$ cat src/rtl/bldc_gate_steer.sv
module bldc_gate_steer #(
  parameter int DT_W = 4
) (
  input  logic            clk,
  input  logic            rst_n,
  input  logic [2:0]      hall,
  input  logic            dir,
  input  logic            pwm,
  input  logic            quad2,
  input  logic            brake,
  input  logic            brake_pwm,
  input  logic            sel_int,
  input  logic [5:0]      direct,
  input  logic            dis,
  input  logic            uvm,
  input  logic            uv5_low,
  input  logic            uv15_low,
  input  logic [DT_W-1:0] dead_cyc,
  output logic [5:0]      gate,
  output logic            uv_n
);

  logic [2:0] h_s1, h_s2;
  logic [1:0] ph_a, ph_b, hi_ph, lo_ph;
  logic       h_ok;
  logic       kill;
  logic [5:0] want;

  always_ff @(posedge clk or negedge rst_n) begin
    if (!rst_n) begin
      h_s1 <= 3'b000;
      h_s2 <= 3'b000;
    end else begin
      h_s1 <= hall;
      h_s2 <= h_s1;
    end
  end

  assign kill = dis | uvm | uv5_low | uv15_low;
  assign uv_n = ~(uv5_low | uv15_low | uvm);

  always_comb begin
    h_ok = 1'b1;
    ph_a = 2'd0;
    ph_b = 2'd0;
    case (h_s2)
      3'b101:  begin ph_a = 2'd0; ph_b = 2'd1; end
      3'b100:  begin ph_a = 2'd0; ph_b = 2'd2; end
      3'b110:  begin ph_a = 2'd1; ph_b = 2'd2; end
      3'b010:  begin ph_a = 2'd1; ph_b = 2'd0; end
      3'b011:  begin ph_a = 2'd2; ph_b = 2'd0; end
      3'b001:  begin ph_a = 2'd2; ph_b = 2'd1; end
      default: h_ok = 1'b0;
    endcase
  end

  assign hi_ph = dir ? ph_b : ph_a;
  assign lo_ph = dir ? ph_a : ph_b;

  always_comb begin
    want = 6'b000000;
    if (kill) begin
      want = 6'b000000;
    end else if (!sel_int) begin
      for (int p = 0; p < 3; p++)
        if (!(direct[2*p] && direct[2*p+1]))
          want[2*p +: 2] = direct[2*p +: 2];
    end else if (brake) begin
      want = {brake_pwm, 1'b0, brake_pwm, 1'b0, brake_pwm, 1'b0};
    end else if (h_ok) begin
      want[{hi_ph, 1'b0}] = pwm;
      if (!quad2) want[{hi_ph, 1'b1}] = ~pwm;
      want[{lo_ph, 1'b1}] = 1'b1;
    end
  end

  for (genvar p = 0; p < 3; p++) begin : g_phase
    logic [1:0]      st;
    logic [1:0]      w;
    logic [DT_W-1:0] cnt;

    assign w = want[2*p +: 2];

    always_ff @(posedge clk or negedge rst_n) begin
      if (!rst_n) begin
        st  <= 2'b00;
        cnt <= '0;
      end else if (st != 2'b00 && w != st) begin
        st  <= 2'b00;
        cnt <= dead_cyc;
      end else if (st == 2'b00) begin
        if (cnt != '0) cnt <= cnt - 1'b1;
        else           st  <= w;
      end
    end

    assign gate[2*p +: 2] = kill ? 2'b00 : st;
  end

endmodule

$ cat config.mk
export PLATFORM = sky130hd
export DESIGN_NAME = bldc_gate_steer
export DESIGN_NICKNAME = d
export VERILOG_FILES = /design/src/rtl/bldc_gate_steer.sv
export SDC_FILE = /design/constraint.sdc
export NUM_CORES = 1
export LEC_CHECK = 0
export CORE_ASPECT_RATIO = 0.75
export CORE_UTILIZATION = 46
export CTS_CLUSTER_DIAMETER = 30
export CTS_CLUSTER_SIZE = 40
export DETAILED_ROUTE_END_ITERATION = 6
export GPL_TIMING_DRIVEN = 0
export MAX_ROUTING_LAYER = met4
export PLACE_DENSITY = 0.75
export RECOVER_POWER = 100
export SKIP_CTS_REPAIR_TIMING = 1
export SYNTH_ARGS = -nofsm -noshare
export SYNTH_HDL_FRONTEND = slang
export SYNTH_SLANG_ARGS = --single-unit
$ cat constraint.sdc
create_clock -name clk -period 2.06 [get_ports clk]
set_clock_uncertainty 0.1 [all_clocks]
set_input_delay 0.412 -clock clk [delete_from_list [all_inputs] [get_ports clk]]
set_output_delay 0.412 -clock clk [all_outputs]
set_load 0.05 [all_outputs]
# After elaboration in Yosys (flattened, before gate mapping)
# Cells that the tools add are included.
dict set report word_totals {
  reg_bits 24
  word_cells 118
}
dict set report op_classes {
  n_eq_ne 12
  n_bitwise 9
  order_cmp 6
  mux 45
  n_reduce_logical 35
  n_addsub 3
}
# op n
set op_table {}
lappend op_table {{two-way mux 6 bit} 9}
lappend op_table {{two-way mux 4 bit} 9}
lappend op_table {{two-way mux 2 bit} 17}
lappend op_table {{nonzero test 2 bit} 9}
lappend op_table {{< comparator 3 x 4 -> 1 bit (second input constant)} 3}
lappend op_table {{AND reduction 2 bit} 6}
lappend op_table {{nonzero test 4 bit} 3}
lappend op_table {{subtractor 4 x 1 -> 4 bit (second input constant)} 3}
lappend op_table {{equality test 3 bit (second input constant)} 3}
lappend op_table {{>= comparator 3 x 1 -> 1 bit (second input constant)} 3}
lappend op_table {{logical AND 1 bit} 9}
lappend op_table {{case mux 2 bit (2 select lines)} 2}
lappend op_table {{OR reduction 2 bit} 4}
lappend op_table {{AND 6 x 5 -> 6 bit} 1}
lappend op_table {{bitwise mux 6 bit} 1}
lappend op_table {{demux 1 bit (select 2 bit)} 3}
lappend op_table {{equality test 3 x 2 -> 1 bit (second input constant)} 2}
lappend op_table {{logical NOT 2 bit} 3}
lappend op_table {{inequality test 2 bit} 3}
lappend op_table {{inequality test 2 bit (second input constant)} 3}
lappend op_table {{bitwise OR 6 bit} 1}
lappend op_table {{OR reduction 6 bit} 1}
lappend op_table {{bitwise OR 1 bit} 5}
lappend op_table {{two-way mux 1 bit} 4}
lappend op_table {{2 further kinds} 3}

# Logic depth before layout (Yosys ltp)
dict set report logic_depth {
  word_depth 24
  depth_mapped 8
  ltp_nobuf 7
}

# Worst setup path after synthesis
# No wires, ideal clock.
dict set report synth_timing {
  kind {input to output}
  startpoint {in dis}
  endpoint {out gate[0]}
  t_arrival_ns 1.741
  slack_ns -0.193
  cell_stages 3
  n_path_buf 1
  cell_sequence {or4_1 clkbuf_1 nor2_1}
}
dict set report synth_between {
  elab_chain_len 4
}
# element line_no
set synth_lines {}
lappend synth_lines {{from (decl)} 14} ;# input logic dis,
lappend synth_lines {{bitwise OR 1 bit (3 in series)} 39} ;# assign kill = dis | uvm | uv5_low | uv15_low;
lappend synth_lines {{two-way mux 2 bit} 97} ;# assign gate[2*p +: 2] = kill ? 2'b00 : st;
lappend synth_lines {{to (decl)} 19} ;# output logic [5:0] gate,
# Every way passes these cells.

# Worst setup path in the final report
dict set report layout_timing {
  startpoint {reg h_s2[0]}
  endpoint {reg g_phase[1].cnt[2]}
}
dict set report layout_between {
  elab_chain_len 24
  elab_cells_between_ends 49
  cone_classes {order compare (6); eq/ne (7); mux (22); bitwise (2); reduce/logical (12)}
}
# element line_no
set layout_lines {}
lappend layout_lines {{from (decl)} 23} ;# logic [2:0] h_s1, h_s2;
lappend layout_lines {{from (signal assigned)} 35} ;# h_s2 <= h_s1;
lappend layout_lines {{equality test 3 x 1 -> 1 bit, or another cell as far along} 46} ;# case (h_s2)
lappend layout_lines {{OR reduction 2 bit (no line)} --}
lappend layout_lines {{case mux 2 bit (2 select lines)} 46}
lappend layout_lines {{two-way mux 2 bit} 57} ;# assign hi_ph = dir ? ph_b : ph_a;
lappend layout_lines {{< comparator 3 x 4 -> 1 bit (implied by the code) / >= comparator 3 x 1 -> 1 bit (equally long branches)} 71} ;# want[{hi_ph, 1'b0}] = pwm;
lappend layout_lines {{logical AND 1 bit (implied by the code)} 71}
lappend layout_lines {{two-way mux 1 bit (implied by the code)} 71}
lappend layout_lines {{demux 1 bit (select 2 bit)} 71}
lappend layout_lines {{[8 not listed]} --}
lappend layout_lines {{two-way mux 6 bit *} 70} ;# end else if (h_ok) begin
lappend layout_lines {{two-way mux 6 bit *} 68} ;# end else if (brake) begin
lappend layout_lines {{two-way mux 6 bit *} 64} ;# end else if (!sel_int) begin
lappend layout_lines {{two-way mux 6 bit *} 62} ;# if (kill) begin
lappend layout_lines {{inequality test 2 bit *} 88} ;# end else if (st != 2'b00 && w != st) begin
lappend layout_lines {{logical AND 1 bit *} 88}
lappend layout_lines {{nonzero test 2 bit (no line)} --}
lappend layout_lines {{AND reduction 2 bit (no line)} --}
lappend layout_lines {{to (signal assigned)} 90} ;# cnt <= dead_cyc;
lappend layout_lines {{to (signal assigned)} 92} ;# if (cnt != '0) cnt <= cnt - 1'b1;
lappend layout_lines {{to (decl)} 80} ;# logic [DT_W-1:0] cnt;
# Every way passes the cells marked *; elsewhere a longest branch is shown, timed or not. The select of a mux whose other input is x is not followed.
# A chain may end at the register's enable or synchronous reset.

==> impl_metrics.json <==
{
  "finalHoldViolCount": 0,
  "grt_pass1_vias": 1375,
  "cts_tree": "done",
  "placed_cell_area_sq_mm": 0.00196,
  "setup_slack_ns": -0.150,
  "synth_edf_count": 0,
  "ys.flop_type": "dfrtp_1",
  "post-route-period-util": 1.07,
  "rsz0062_at_grt": "yes",
  "synth_cell_type_count": 48,
  "slowest_delay_ns": 0.40,
  "n_antenna_cell": 0,
  "synth_top_cell_area_share": 0.377,
  "leakagePower_nw": 1.03,
  "period_minus_slack_ns": 2.21,
  "synth_commonest_cells": "dfrtp_1, nor2_1, o21ai_0, inv_1, a21oi_1",
  "ys_warn_count": 0,
  "cts_buffers": 3,
  "ys_ff_latch": 24,
  "tns_ns": -0.687,
  "synth_mux_area_frac": 0.0283,
  "start_util": 0.484,
  "gp_congestion": 0.840,
  "portBuffers": 30,
  "hp-class": "reg -> reg",
  "ir_worst_vdd_uv": 669,
  "core_area_sq_mm": 0.00329,
  "clkLatencyLatePin_ns": 0.27,
  "dpl.hpwl_mm": 2.89,
  "die_h_microns": 53.0,
  "h-tree-depth": 1,
  "final-instance-count-excl-fill": 268,
  "synthAdderAreaFrac": 0.0236,
  "yosysMostFrequentCell": "dfrtp_1",
  "start_kind": "register",
  "rows": 18,
  "cp.required_ns": 2.12,
  "wl_mm": 4.41,
  "die_width_microns": 69.9,
  "fp.dieArea_sq_mm": 0.00370,
  "n_fill_cell": 227,
  "synth_area_sq_mm": 0.00159,
  "synth_compound_area_frac": 0.236,
  "worst_pin_slew_ns": 1.10,
  "antenna_found_initial": 0,
  "power_density_mw_per_mm2": 859,
  "path_clk_slew_ns": 0.09,
  "synth-simple-area-share": 0.241,
  "maxSlewHeadroom": 0.261,
  "cp_num_buf_inv": 2,
  "cts_root_buf": "clkbuf_8",
  "fin_area_sq_mm": 0.00240,
  "end_kind": "register",
  "path_cells": "buf_6 -> buf_4 -> or3b_4 -> a21boi_4 -> o2111ai_4 -> a21o_1 -> a221o_1",
  "drt_pass1_iterations": 4,
  "postRouteAntennaNets": 0,
  "synth_top_family_by_area": "simple AND/OR/NAND/NOR gates",
  "gr-total-overflow": 0,
  "via_per_inst": 5.92,
  "slew_violations": 0,
  "crit_family": "compound AO/OA/AOI/OAI gates",
  "drt_drc_violations_left": 0,
  "grt.total_usage": 0.222,
  "cts.sinks": 24,
  "synth_xor_area_frac": 0.0440,
  "status": "finished, violations left",
  "dp.cells": 246,
  "yosysSeqAreaShare": 0.377,
  "pre_cts_slack_ns": -1.00,
  "yosysTopAreaCell": "dfrtp_1",
  "cpMaxStageDelayCell": "or3b_4",
  "syn_avg_cell_area_sq_um": 9.05,
  "crit_type": "reg -> reg",
  "cap_violations": 0,
  "nets": 257,
  "grt_pass1_wl_mm": 6.18,
  "crit_fanout": 6,
  "worst_ep_arrival_time_ns": 2.27,
  "synthTopCellsByArea": "dfrtp_1, o21ai_0, nor2_1, inv_1, mux2_2",
  "syn_nets": 204,
  "async_flop_share": 1.00,
  "violations": "setup timing",
  "cts_buffer_depth": 2,
  "drt_iter0_drc": 99,
  "wl_per_cell_microns": 16.5,
  "grt_max_degree": 25,
  "io_pins": 32,
  "via_count": 1586,
  "clock.fmax_mhz": 453,
  "setup_viol": 7,
  "drive_gt1_frac": 0.325,
  "syn_inst": 176,
  "synthToLayoutAreaGrowth_pct": 50.8
}
[registers in the layout, indices dropped and copies added, names as in the netlist]
register and cells:
g_phase.cnt 12, g_phase.st 6, h_s1 3, h_s2 3
[per-layer routing]
layer | track usage | wire, microns | up-vias
met5 | - | 0 | -
met4 | 0.0333 | 80 | 0
met3 | 0.0686 | 242 | 12
met2 | 0.391 | 2150 | 54
met1 | 0.259 | 1940 | 765
li1 | - | - | 755
[cells by family after synthesis]
| group | Yosys count |
|---|---|
| and+or+nand+nor | 64 |
| buffers and inverters | 20 |
| AOI/OAI and AO/OA | 53 |
| muxes | 4 |
| xor gates and xnor gates | 8 |
| adders and majority gates | 3 |
| DFF | 24 |
[report_power, final]
group	total (mW)	switching (mW)	internal, mW
clock	0.320	0.149	0.171
combinational	0.997	0.438	0.559
sequential	0.747	0.136	0.611
[metrics by stage]
step	utilization	total power, mW	hold WS [ns]
floorplan	-	1.26	0.0164
global placement	0.597	1.41	0.231
detailed placement	0.597	1.46	0.236
CTS	0.614	1.79	0.256
global route	0.731	2.20	0.256
finish	0.731	2.06	0.254
[worst register-to-register path, delay by kind of cell (launching register included)]
kind / cells / cell delay [ns]
DFF: 1 / 0.38
AOI/OAI and AO/OA: 4 / 0.97
buffers and inverters: 2 / 0.26
and+or+nand+nor: 1 / 0.40
[cells in the final DEF, fill, tap and decap left out, types with 3 or more instances in the layout]
cell,Yosys,layout
mux2_4,0,3
inv_1,14,14
o211ai_1,4,4
a211o_1,3,3
or3b_4,1,3
buf_4,1,19
nor4_4,1,3
dfrtp_1,24,22
nor2_4,0,3
clkbuf_8,0,4
nor3_1,3,3
a21oi_1,8,7
dlygate4sd3_1,0,4
nor2b_1,7,7
dlymetal6s2s_1,0,5
nor2_2,0,4
clkdlybuf4s50_1,0,13
xnor2_1,5,5
buf_6,0,6
nand2_1,7,7
nand3b_1,6,6
xor2_1,3,3
clkbuf_2,0,3
o21ai_0,15,12
nor2_1,16,9
[worst paths after layout]
check / cells after the start / to / slack (ns) / from
max: 7 / g_phase[1].cnt[2] / -0.15 / h_s2[0]
min: 0 / h_s2[0] / 0.25 / h_s1[0]
max reg2reg: 7 / g_phase[1].cnt[2] / -0.15 / h_s2[0]
min reg2reg: 0 / h_s2[0] / 0.25 / h_s1[0]
max in group asynchronous: 1 / h_s2[2] / 0.42 / rst_n
min in group asynchronous: 1 / g_phase[0].cnt[2] / 0.70 / rst_n
[area by class of cell]
type / count / area (sq um) / share of cell area
plain buffers: 5 / 42.5 / 0.0177
clock buffers: 4 / 55.1 / 0.0229
inverters: 14 / 52.6 / 0.0219
multi-input cells: 132 / 1150 / 0.477
flip-flops and latches: 24 / 603 / 0.251
well taps: 40 / 50.0 / 0.0208
repair buffers: 49 / 453 / 0.189
Note: power is estimated with default switching activity, not from simulation.
